## src/rtl/pair_issue_pkg.sv

```systemverilog
package pair_issue_pkg;

  typedef enum logic [1:0] {
    CLS_ALU    = 2'd0,
    CLS_BRANCH = 2'd1,
    CLS_LOAD   = 2'd2,
    CLS_STORE  = 2'd3
  } instClass_e;

  localparam int SLOTS    = 2;
  localparam int SLOT_ALU = 0;
  localparam int SLOT_MEM = 1;

  // strobes from the control FSM to the datapath registers
  typedef struct packed {
    logic issueAlu;
    logic issueMem;
    logic hold;
    logic flagMis;
  } issueStrobe_t;

endpackage

```

## src/rtl/pair_hazard_dp.sv

```systemverilog
module pair_hazard_dp
  import pair_issue_pkg::*;
#(
  parameter int REG_W = 5
) (
  input  logic                             clk,
  input  logic                             rst,
  input  logic                             pktValid,
  input  logic                             pending,
  input  logic [SLOTS-1:0]                 slotVld,
  input  logic [SLOTS-1:0][1:0]            slotCls,
  input  logic [SLOTS-1:0][REG_W-1:0]      srcA,
  input  logic [SLOTS-1:0][REG_W-1:0]      srcB,
  input  logic [SLOTS-1:0]                 useA,
  input  logic [SLOTS-1:0]                 useB,
  input  logic [REG_W-1:0]                 aluDst,
  input  logic                             aluWr,
  input  logic [REG_W-1:0]                 exDst,
  input  logic                             exIsLoad,
  input  issueStrobe_t                     strobe,
  output logic [SLOTS-1:0]                 slotOk,
  output logic                             anyBad,
  output logic                             loadUseHit,
  output logic                             intraDepHit,
  output logic                             issueAluValid,
  output logic                             issueMemValid,
  output logic                             fetchStall,
  output logic [$clog2(SLOTS+1)-1:0]       issueCount,
  output logic                             slotMisplaced
);

  localparam int CNT_W = $clog2(SLOTS + 1);

  logic [SLOTS-1:0] slotLive;
  logic [SLOTS-1:0] slotBad;
  logic [SLOTS-1:0] exHit;

  // a flagged source matching a nonzero register
  function automatic logic readsReg(input logic [REG_W-1:0] src,
                                    input logic             useIt,
                                    input logic [REG_W-1:0] dst);
    return useIt && (dst != '0) && (src == dst);
  endfunction

  for (genvar s = 0; s < SLOTS; s++) begin : g_slot
    localparam bit WANT_MEM = (s == SLOT_MEM);
    logic isMemCls;

    assign isMemCls   = (slotCls[s] == CLS_LOAD) || (slotCls[s] == CLS_STORE);
    // the arithmetic half is already gone while a split is pending
    assign slotLive[s] = pktValid && slotVld[s] && ((s == SLOT_ALU) ? !pending : 1'b1);
    assign slotOk[s]  = slotLive[s] && (isMemCls == WANT_MEM);
    assign slotBad[s] = slotLive[s] && (isMemCls != WANT_MEM);
    assign exHit[s]   = slotOk[s] && exIsLoad &&
                        (readsReg(srcA[s], useA[s], exDst) ||
                         readsReg(srcB[s], useB[s], exDst));
  end

  assign anyBad     = |slotBad;
  assign loadUseHit = |exHit;
  assign intraDepHit = slotOk[SLOT_ALU] && slotOk[SLOT_MEM] && aluWr &&
                       (readsReg(srcA[SLOT_MEM], useA[SLOT_MEM], aluDst) ||
                        readsReg(srcB[SLOT_MEM], useB[SLOT_MEM], aluDst));

  always_ff @(posedge clk) begin
    if (rst) begin
      issueAluValid <= 1'b0;
      issueMemValid <= 1'b0;
      fetchStall    <= 1'b0;
      issueCount    <= '0;
      slotMisplaced <= 1'b0;
    end else begin
      issueAluValid <= strobe.issueAlu;
      issueMemValid <= strobe.issueMem;
      fetchStall    <= strobe.hold;
      issueCount    <= CNT_W'(strobe.issueAlu) + CNT_W'(strobe.issueMem);
      slotMisplaced <= strobe.flagMis;
    end
  end

endmodule

```

## src/rtl/pair_issue_fsm.sv

```systemverilog
module pair_issue_fsm
  import pair_issue_pkg::*;
(
  input  logic             clk,
  input  logic             rst,
  input  logic [SLOTS-1:0] slotOk,
  input  logic             anyBad,
  input  logic             loadUseHit,
  input  logic             intraDepHit,
  output logic             pending,
  output issueStrobe_t     strobe
);

  typedef enum logic {ST_WHOLE, ST_HELD} issueState_e;

  issueState_e state, nextState;

  always_comb begin
    strobe         = '0;
    strobe.flagMis = anyBad;
    nextState      = state;
    if (loadUseHit) begin
      // stall outranks a split; split is re-evaluated next cycle
      strobe.hold = 1'b1;
    end else if (intraDepHit) begin
      strobe.issueAlu = 1'b1;
      strobe.hold     = 1'b1;
      nextState       = ST_HELD;
    end else begin
      strobe.issueAlu = slotOk[SLOT_ALU];
      strobe.issueMem = slotOk[SLOT_MEM];
      nextState       = ST_WHOLE;
    end
  end

  always_ff @(posedge clk) begin
    if (rst) state <= ST_WHOLE;
    else     state <= nextState;
  end

  assign pending = (state == ST_HELD);

endmodule

```

## src/rtl/pair_issue_ctl.sv

```systemverilog
module pair_issue_ctl
  import pair_issue_pkg::*;
#(
  parameter int REG_W = 5
) (
  input  logic             clk,
  input  logic             rst,
  input  logic             pktValid,
  input  logic             aluVld,
  input  logic [1:0]       aluCls,
  input  logic [REG_W-1:0] aluDst,
  input  logic [REG_W-1:0] aluSrcA,
  input  logic [REG_W-1:0] aluSrcB,
  input  logic             aluUseA,
  input  logic             aluUseB,
  input  logic             aluWr,
  input  logic             memVld,
  input  logic [1:0]       memCls,
  input  logic [REG_W-1:0] memSrcA,
  input  logic [REG_W-1:0] memSrcB,
  input  logic             memUseA,
  input  logic             memUseB,
  input  logic [REG_W-1:0] exDst,
  input  logic             exIsLoad,
  output logic             issueAluValid,
  output logic             issueMemValid,
  output logic             fetchStall,
  output logic [1:0]       issueCount,
  output logic             slotMisplaced
);

  logic [SLOTS-1:0]            slotVld;
  logic [SLOTS-1:0][1:0]       slotCls;
  logic [SLOTS-1:0][REG_W-1:0] srcA;
  logic [SLOTS-1:0][REG_W-1:0] srcB;
  logic [SLOTS-1:0]            useA;
  logic [SLOTS-1:0]            useB;
  logic [SLOTS-1:0]            slotOk;
  logic                        anyBad;
  logic                        loadUseHit;
  logic                        intraDepHit;
  logic                        pending;
  issueStrobe_t                strobe;

  assign slotVld = {memVld, aluVld};
  assign slotCls = {memCls, aluCls};
  assign srcA    = {memSrcA, aluSrcA};
  assign srcB    = {memSrcB, aluSrcB};
  assign useA    = {memUseA, aluUseA};
  assign useB    = {memUseB, aluUseB};

  pair_hazard_dp #(.REG_W(REG_W)) u_dp (
    .clk           (clk),
    .rst           (rst),
    .pktValid      (pktValid),
    .pending       (pending),
    .slotVld       (slotVld),
    .slotCls       (slotCls),
    .srcA          (srcA),
    .srcB          (srcB),
    .useA          (useA),
    .useB          (useB),
    .aluDst        (aluDst),
    .aluWr         (aluWr),
    .exDst         (exDst),
    .exIsLoad      (exIsLoad),
    .strobe        (strobe),
    .slotOk        (slotOk),
    .anyBad        (anyBad),
    .loadUseHit    (loadUseHit),
    .intraDepHit   (intraDepHit),
    .issueAluValid (issueAluValid),
    .issueMemValid (issueMemValid),
    .fetchStall    (fetchStall),
    .issueCount    (issueCount),
    .slotMisplaced (slotMisplaced)
  );

  pair_issue_fsm u_fsm (
    .clk         (clk),
    .rst         (rst),
    .slotOk      (slotOk),
    .anyBad      (anyBad),
    .loadUseHit  (loadUseHit),
    .intraDepHit (intraDepHit),
    .pending     (pending),
    .strobe      (strobe)
  );

endmodule

```

## config.mk

```make
export PLATFORM = sky130hd
export DESIGN_NAME = pair_issue_ctl
export DESIGN_NICKNAME = d
export VERILOG_FILES = /design/src/rtl/pair_issue_pkg.sv /design/src/rtl/pair_hazard_dp.sv /design/src/rtl/pair_issue_fsm.sv /design/src/rtl/pair_issue_ctl.sv
export SDC_FILE = /design/constraint.sdc
export NUM_CORES = 1
export LEC_CHECK = 0
export ABC_AREA = 1
export ABC_CLOCK_PERIOD_IN_PS = 2400
export BUFFER_PORTS_ARGS = -buffer_cell sky130_fd_sc_hd__buf_4
export CORE_ASPECT_RATIO = 1.2
export CORE_MARGIN = 4
export CORE_UTILIZATION = 35
export CTS_CLUSTER_DIAMETER = 30
export CTS_CLUSTER_SIZE = 24
export DETAILED_ROUTE_END_ITERATION = 10
export GPL_ROUTABILITY_DRIVEN = 0
export PLACE_DENSITY_LB_ADDON = 0.2
export SLEW_MARGIN = 10
export SYNTH_ARGS = -nofsm -noshare
export SYNTH_HDL_FRONTEND = slang
export SYNTH_SLANG_ARGS = --single-unit
```

## constraint.sdc

```tcl
create_clock -name clk -period 2.4 [get_ports clk]
set_input_delay 0.24 -clock clk [delete_from_list [all_inputs] [get_ports clk]]
set_output_delay 0.24 -clock clk [all_outputs]
set_load 0.005 [all_outputs]
```

---- Yosys cells after proc, flatten, opt, wreduce, memory -nomap -nowiden ----
Index checks and enable logic that the tools add are counted.
cells by class
  add/subtract/negate cells ............... 1
  equality and inequality tests ........... 10
  mux-type cells .......................... 5
  bitwise gates (word level) .............. 2
  reduce and logical (&&, ||, !) cells .... 36
operators with widths
  kind                                    number
  5-bit == test                           6
  1-bit logical AND                       26
  5-bit nonzero test                      2
  2-bit == test, second input constant    4
  1-bit logical OR                        5
  1-bit two-way mux                       4
  2-bit OR reduction                      2
  1-bit by 1-bit adder with 2-bit output  1
  2-bit two-way mux                       1
  1-bit NOT                               2
  1-bit zero test                         1
storage, ports and cells
  register bits ........................... 7
  bits of input ports ..................... 45
  output and inout bits ................... 6
  word-level logic and storage cells ...... 60

---- Longest topological paths before layout ----
  word-level depth ........................ 10
  depth in mapped cells ................... 12
  depth with buffers taken out ............ 12

---- By module ----
From an unflattened synthesis, not the netlist that was laid out.
second synthesis, totals
  cells, all modules ...................... 191
  area, all modules ....................... 885.8 µm²
by module, submodules not included
  module          instances  cells each  area each (µm²)  seq. area each (µm²)
  pair_hazard_dp  1          178         812.0            120.1
  pair_issue_fsm  1          13          73.8             20.0

---- Worst setup path after synthesis ----
OpenSTA, ideal clock, no wires.
  path type ............................... register -> register
  from .................................... register u_fsm.state (netlist: u_fsm.pending)
  to ...................................... register u_dp.issueCount[0]
  library setup time ...................... 109 ps
  arrival ................................. 1194 ps
  data required time ...................... 2291 ps
  slack ................................... 1097 ps
  stages on the path, launching flop included .. 10
  buffers on the path ..................... 0
  period minus slack after synthesis ...... 1303 ps
  path through ............................ dfxtp_1 > inv_1 > nand4_1 > nor2_1 > nand2_2 > nand4_1 > inv_1 > ha_1 > inv_1 > nor2_1
RTL lines
  element                 RTL line              source
  start, declared         pair_issue_fsm.sv:16  issueState_e state, nextState;
  start signal, assigned  pair_issue_fsm.sv:38  else state <= nextState;
  end signal, assigned    pair_hazard_dp.sv:76  issueCount <= CNT_W'(strobe.issueAlu) + CNT_W'(strobe.issueMem);
  end, declared           pair_hazard_dp.sv:28  output logic [$clog2(SLOTS+1)-1:0] issueCount,

==> metrics.yaml <==
status:
  status: "finished clean"
timing:
  setup_viol: 0
  slew_viol_final: 0
  least_setup_slack_across_all_paths_after_layout_ns: 0.970
  hold_viol: 0
  final.period_utilization_pct: 59.6
  setup_repair_after_global_routing_missed_its_margin: "false"
  maxSlewHeadroom_pct: 86.1
  worst_pin_slew_ns: 0.207
  fmaxAchievable_mhz: 699
  timing.clock.skew_ns: 0.00224
  final.setup.tns_ns: 0
  period_needed_ns: 1.43
clock_network:
  cts-root-buf: "sky130_fd_sc_hd__clkbuf_4"
  ctsHtreeMaxLevel: 1
  cts_tree: "built"
  tritoncts.num_buffers: 3
  clk_pin_slew_worst_paths_ns: 0.05
  post_cts.resized_instances: 0
  clock-sinks: 7
  post-cts-setup-buffer-count: 0
  cts_max_path_buffers: 2
  clk-insertion-delay-late_ns: 0.25
  cts.hold.buffers_added: 0
placement:
  hpwlAfterDp_um: 2080
  place_ws_ns: 0.885
  port-buffer-count: 48
setup_path:
  r2r_end: "u_dp.issueCount[0]"
  worst_stage_delay_on_the_critical_path_ns: 0.30
  startpoint_type: "register"
  reg2reg_from: "u_fsm.pending"
  cp-end-kind: "register"
  setup.reg_to_reg.worst_slack_ns: 0.97
  worst-path-max-fanout: 4
  worstPathCellList: "inv_1 > nand4_1 > nor2_1 > nand2_2 > nand4_1 > inv_1 > ha_1 > inv_1 > nor2_1"
  worst-endpoint-arrival_ns: 1.57
  most_frequent_cp_cell: "sky130_fd_sc_hd__inv_1"
  worst_reg_to_reg_path_cell_count: 9
  crit_required_ns: 2.54
  criticalPathCategory: "reg -> reg"
  timing.critical_path.slowest_stage_cell: "sky130_fd_sc_hd__dfxtp_1"
synthesis:
  synth_area_leaders: "sky130_fd_sc_hd__nand2_1, sky130_fd_sc_hd__dfxtp_1, sky130_fd_sc_hd__inv_1"
  muxShareOfSynthArea_pct: 0
  synth_edf_count: 0
  postSynthRegisterBits: 7
  synthTopCellsByCount: "sky130_fd_sc_hd__nand2_1, sky130_fd_sc_hd__inv_1, sky130_fd_sc_hd__nor2_1"
  synthArstFlopShare_pct: 0
  synth_compound_area_share_pct: 4.59
  post_synth_instance_area_um2: 872
  synth_sequential_area_ratio_pct: 16.1
  yosys_warnings: 0
  synthDistinctLibCells: 16
  synth_simple_gate_area_share_pct: 61.0
  main_combinational_cell_family_by_area_after_synthesis: "simple AND/OR/NAND/NOR gates"
  yosys.area.top_type: "sky130_fd_sc_hd__nand2_1"
  synth.avg_cell_area_um2: 4.74
  synth.net_count: 230
  syn_inst: 184
  postSynth.topFlopCell: "sky130_fd_sc_hd__dfxtp_1"
  yosys.area.top_type_share_pct: 33.1
  synth-xor-area-share_pct: 1.00
  post_synth_fa_ha_maj_area_fraction_pct: 1.43
  synth_most_common_cell: "sky130_fd_sc_hd__nand2_1"
flow_run:
  max_cap_viol_count: 0
cells_and_area:
  syn2layout_area_growth_pct: 48.8
  final_layout_size_suffix_gt1_share_pct: 26.7
  fin_util_pct: 55.7
  final_nets: 283
  num_antenna_cells: 0
drt:
  final_ant_viol_nets: 0
  route.detailed.wl_per_inst_um: 8.86
  route.vias.total: 1164
  post-route-drc-count: 0
  detail_route.vias_per_cell: 4.36
  postRouteWirelength_um: 2370
  dr.first_iter.drc_count: 21
  drt_pre_antenna_iters: 4
power_and_ir_drop:
  power.density_cell_area_mw_per_mm2: 293
  p_leak_uw: 0.000850
  max-vdd-ir-drop_uv: 262
min_path:
  hold_path_startpoint: "rst"
  worst_hold_path.num_cells: 2
  timing.hold.worst_endpoint: "u_dp.issueCount[0]"
  worstHoldPathType: "in -> reg"
global_routing:
  first_global_vias: 997
  grt_usage_pct: 14.9
  use_met2_pct: 23.3
  global_route.usage.met3_pct: 4.77
  antenna_violations_before_repair: 0
  total_overflow_reported_by_the_global_router: 0
  wire_length_of_the_first_global_routing_pass_um: 3950
  grt_start_max_net_pins: 8
  grt_busiest_layer: "met2"
  global_route.usage.met1_pct: 20.1
floorplan:
  design.core.area_mm2: 0.00233
  initial_util_pct: 37.4
  floorplan_row_count: 19
  die_w_um: 53.6
  floorplan.die_area_mm2: 0.00336
  die_h_um: 62.7
  design.portCount: 51
critical path, delay by kind of cell (launching register included):
family,cells,cell delay [ns]
adder cells (fa/ha/maj),1,0.28
buffers and inverters,3,0.16
flip-flops,1,0.30
AND/OR/NAND/NOR,5,0.58
worst max path at each step:
stage                     slack [ns]  cells past startpoint                 end          start
after floorplan                 1.10                      9  u_dp.issueCount[0]  u_fsm.pending
after global placement          0.88                     13  u_dp.issueCount[0]       exDst[1]
after detailed placement        0.88                     13  u_dp.issueCount[0]       exDst[1]
after CTS                       0.95                      9  u_dp.issueCount[0]  u_fsm.pending
after global routing            0.75                      9  u_dp.issueCount[0]  u_fsm.pending
final                           0.97                      9  u_dp.issueCount[0]  u_fsm.pending
routing by layer:
metal  routed length (µm)  vias up
li1                     -      649
met4                    0        0
met2                 1080       45
met3                  215        0
met5                    0        -
met1                 1070      470
layout by cell type (no fill, tap or decap), drive strengths merged:
cell / instances
a21oi: 2
buf: 48
clkbuf: 4
dfxtp: 7
ha: 1
inv: 37
nand2: 81
nand3: 10
nand4: 4
nor2: 34
nor3: 1
o21ai: 6
xor2: 1
per-stage QoR:
| step | hold WS [ns] | instances | cell area (µm²) | total power (µW) |
|---|---|---|---|---|
| floorplan | 0.309 | 184 | 872 | 195 |
| finish | 0.195 | 267 | 1300 | 380 |
| CTS | 0.185 | 267 | 1300 | 388 |
| global placement | 0.453 | 263 | 1270 | 280 |
| detailed placement | 0.454 | 263 | 1270 | 281 |
| global route | 0.189 | 267 | 1300 | 417 |
kinds of logic (layout without fill, tap and decap cells):
group	after synthesis	after routing
xor gates and xnor gates	1	1
and+or+nand+nor	130	130
adders and majority gates	1	1
AOI/OAI and AO/OA	8	8
buffers and inverters	37	89
DFF	7	7
registers in the layout, indices dropped and copies added (netlist names):
name,count
u_fsm.pending,1
u_dp.issueCount,2
u_dp.fetchStall,1
u_dp.issueMemValid,1
u_dp.slotMisplaced,1
u_dp.issueAluValid,1
area by class of cell:
cell class	count	area (µm²)
clock buffer	4	26.3
fill	290	1030
inverter	37	139
multi-input combinational	140	593
sequential	7	140
tap	31	38.8
timing repair buffer	48	360
where the power goes:
group | switching [µW] | total, µW | internal (µW)
sequential | 0.655 | 120 | 119
clock | 38.8 | 102 | 63.1
combinational | 78.7 | 158 | 79.6
total | 118 | 380 | 262
Power figures use the tool's default switching activity.
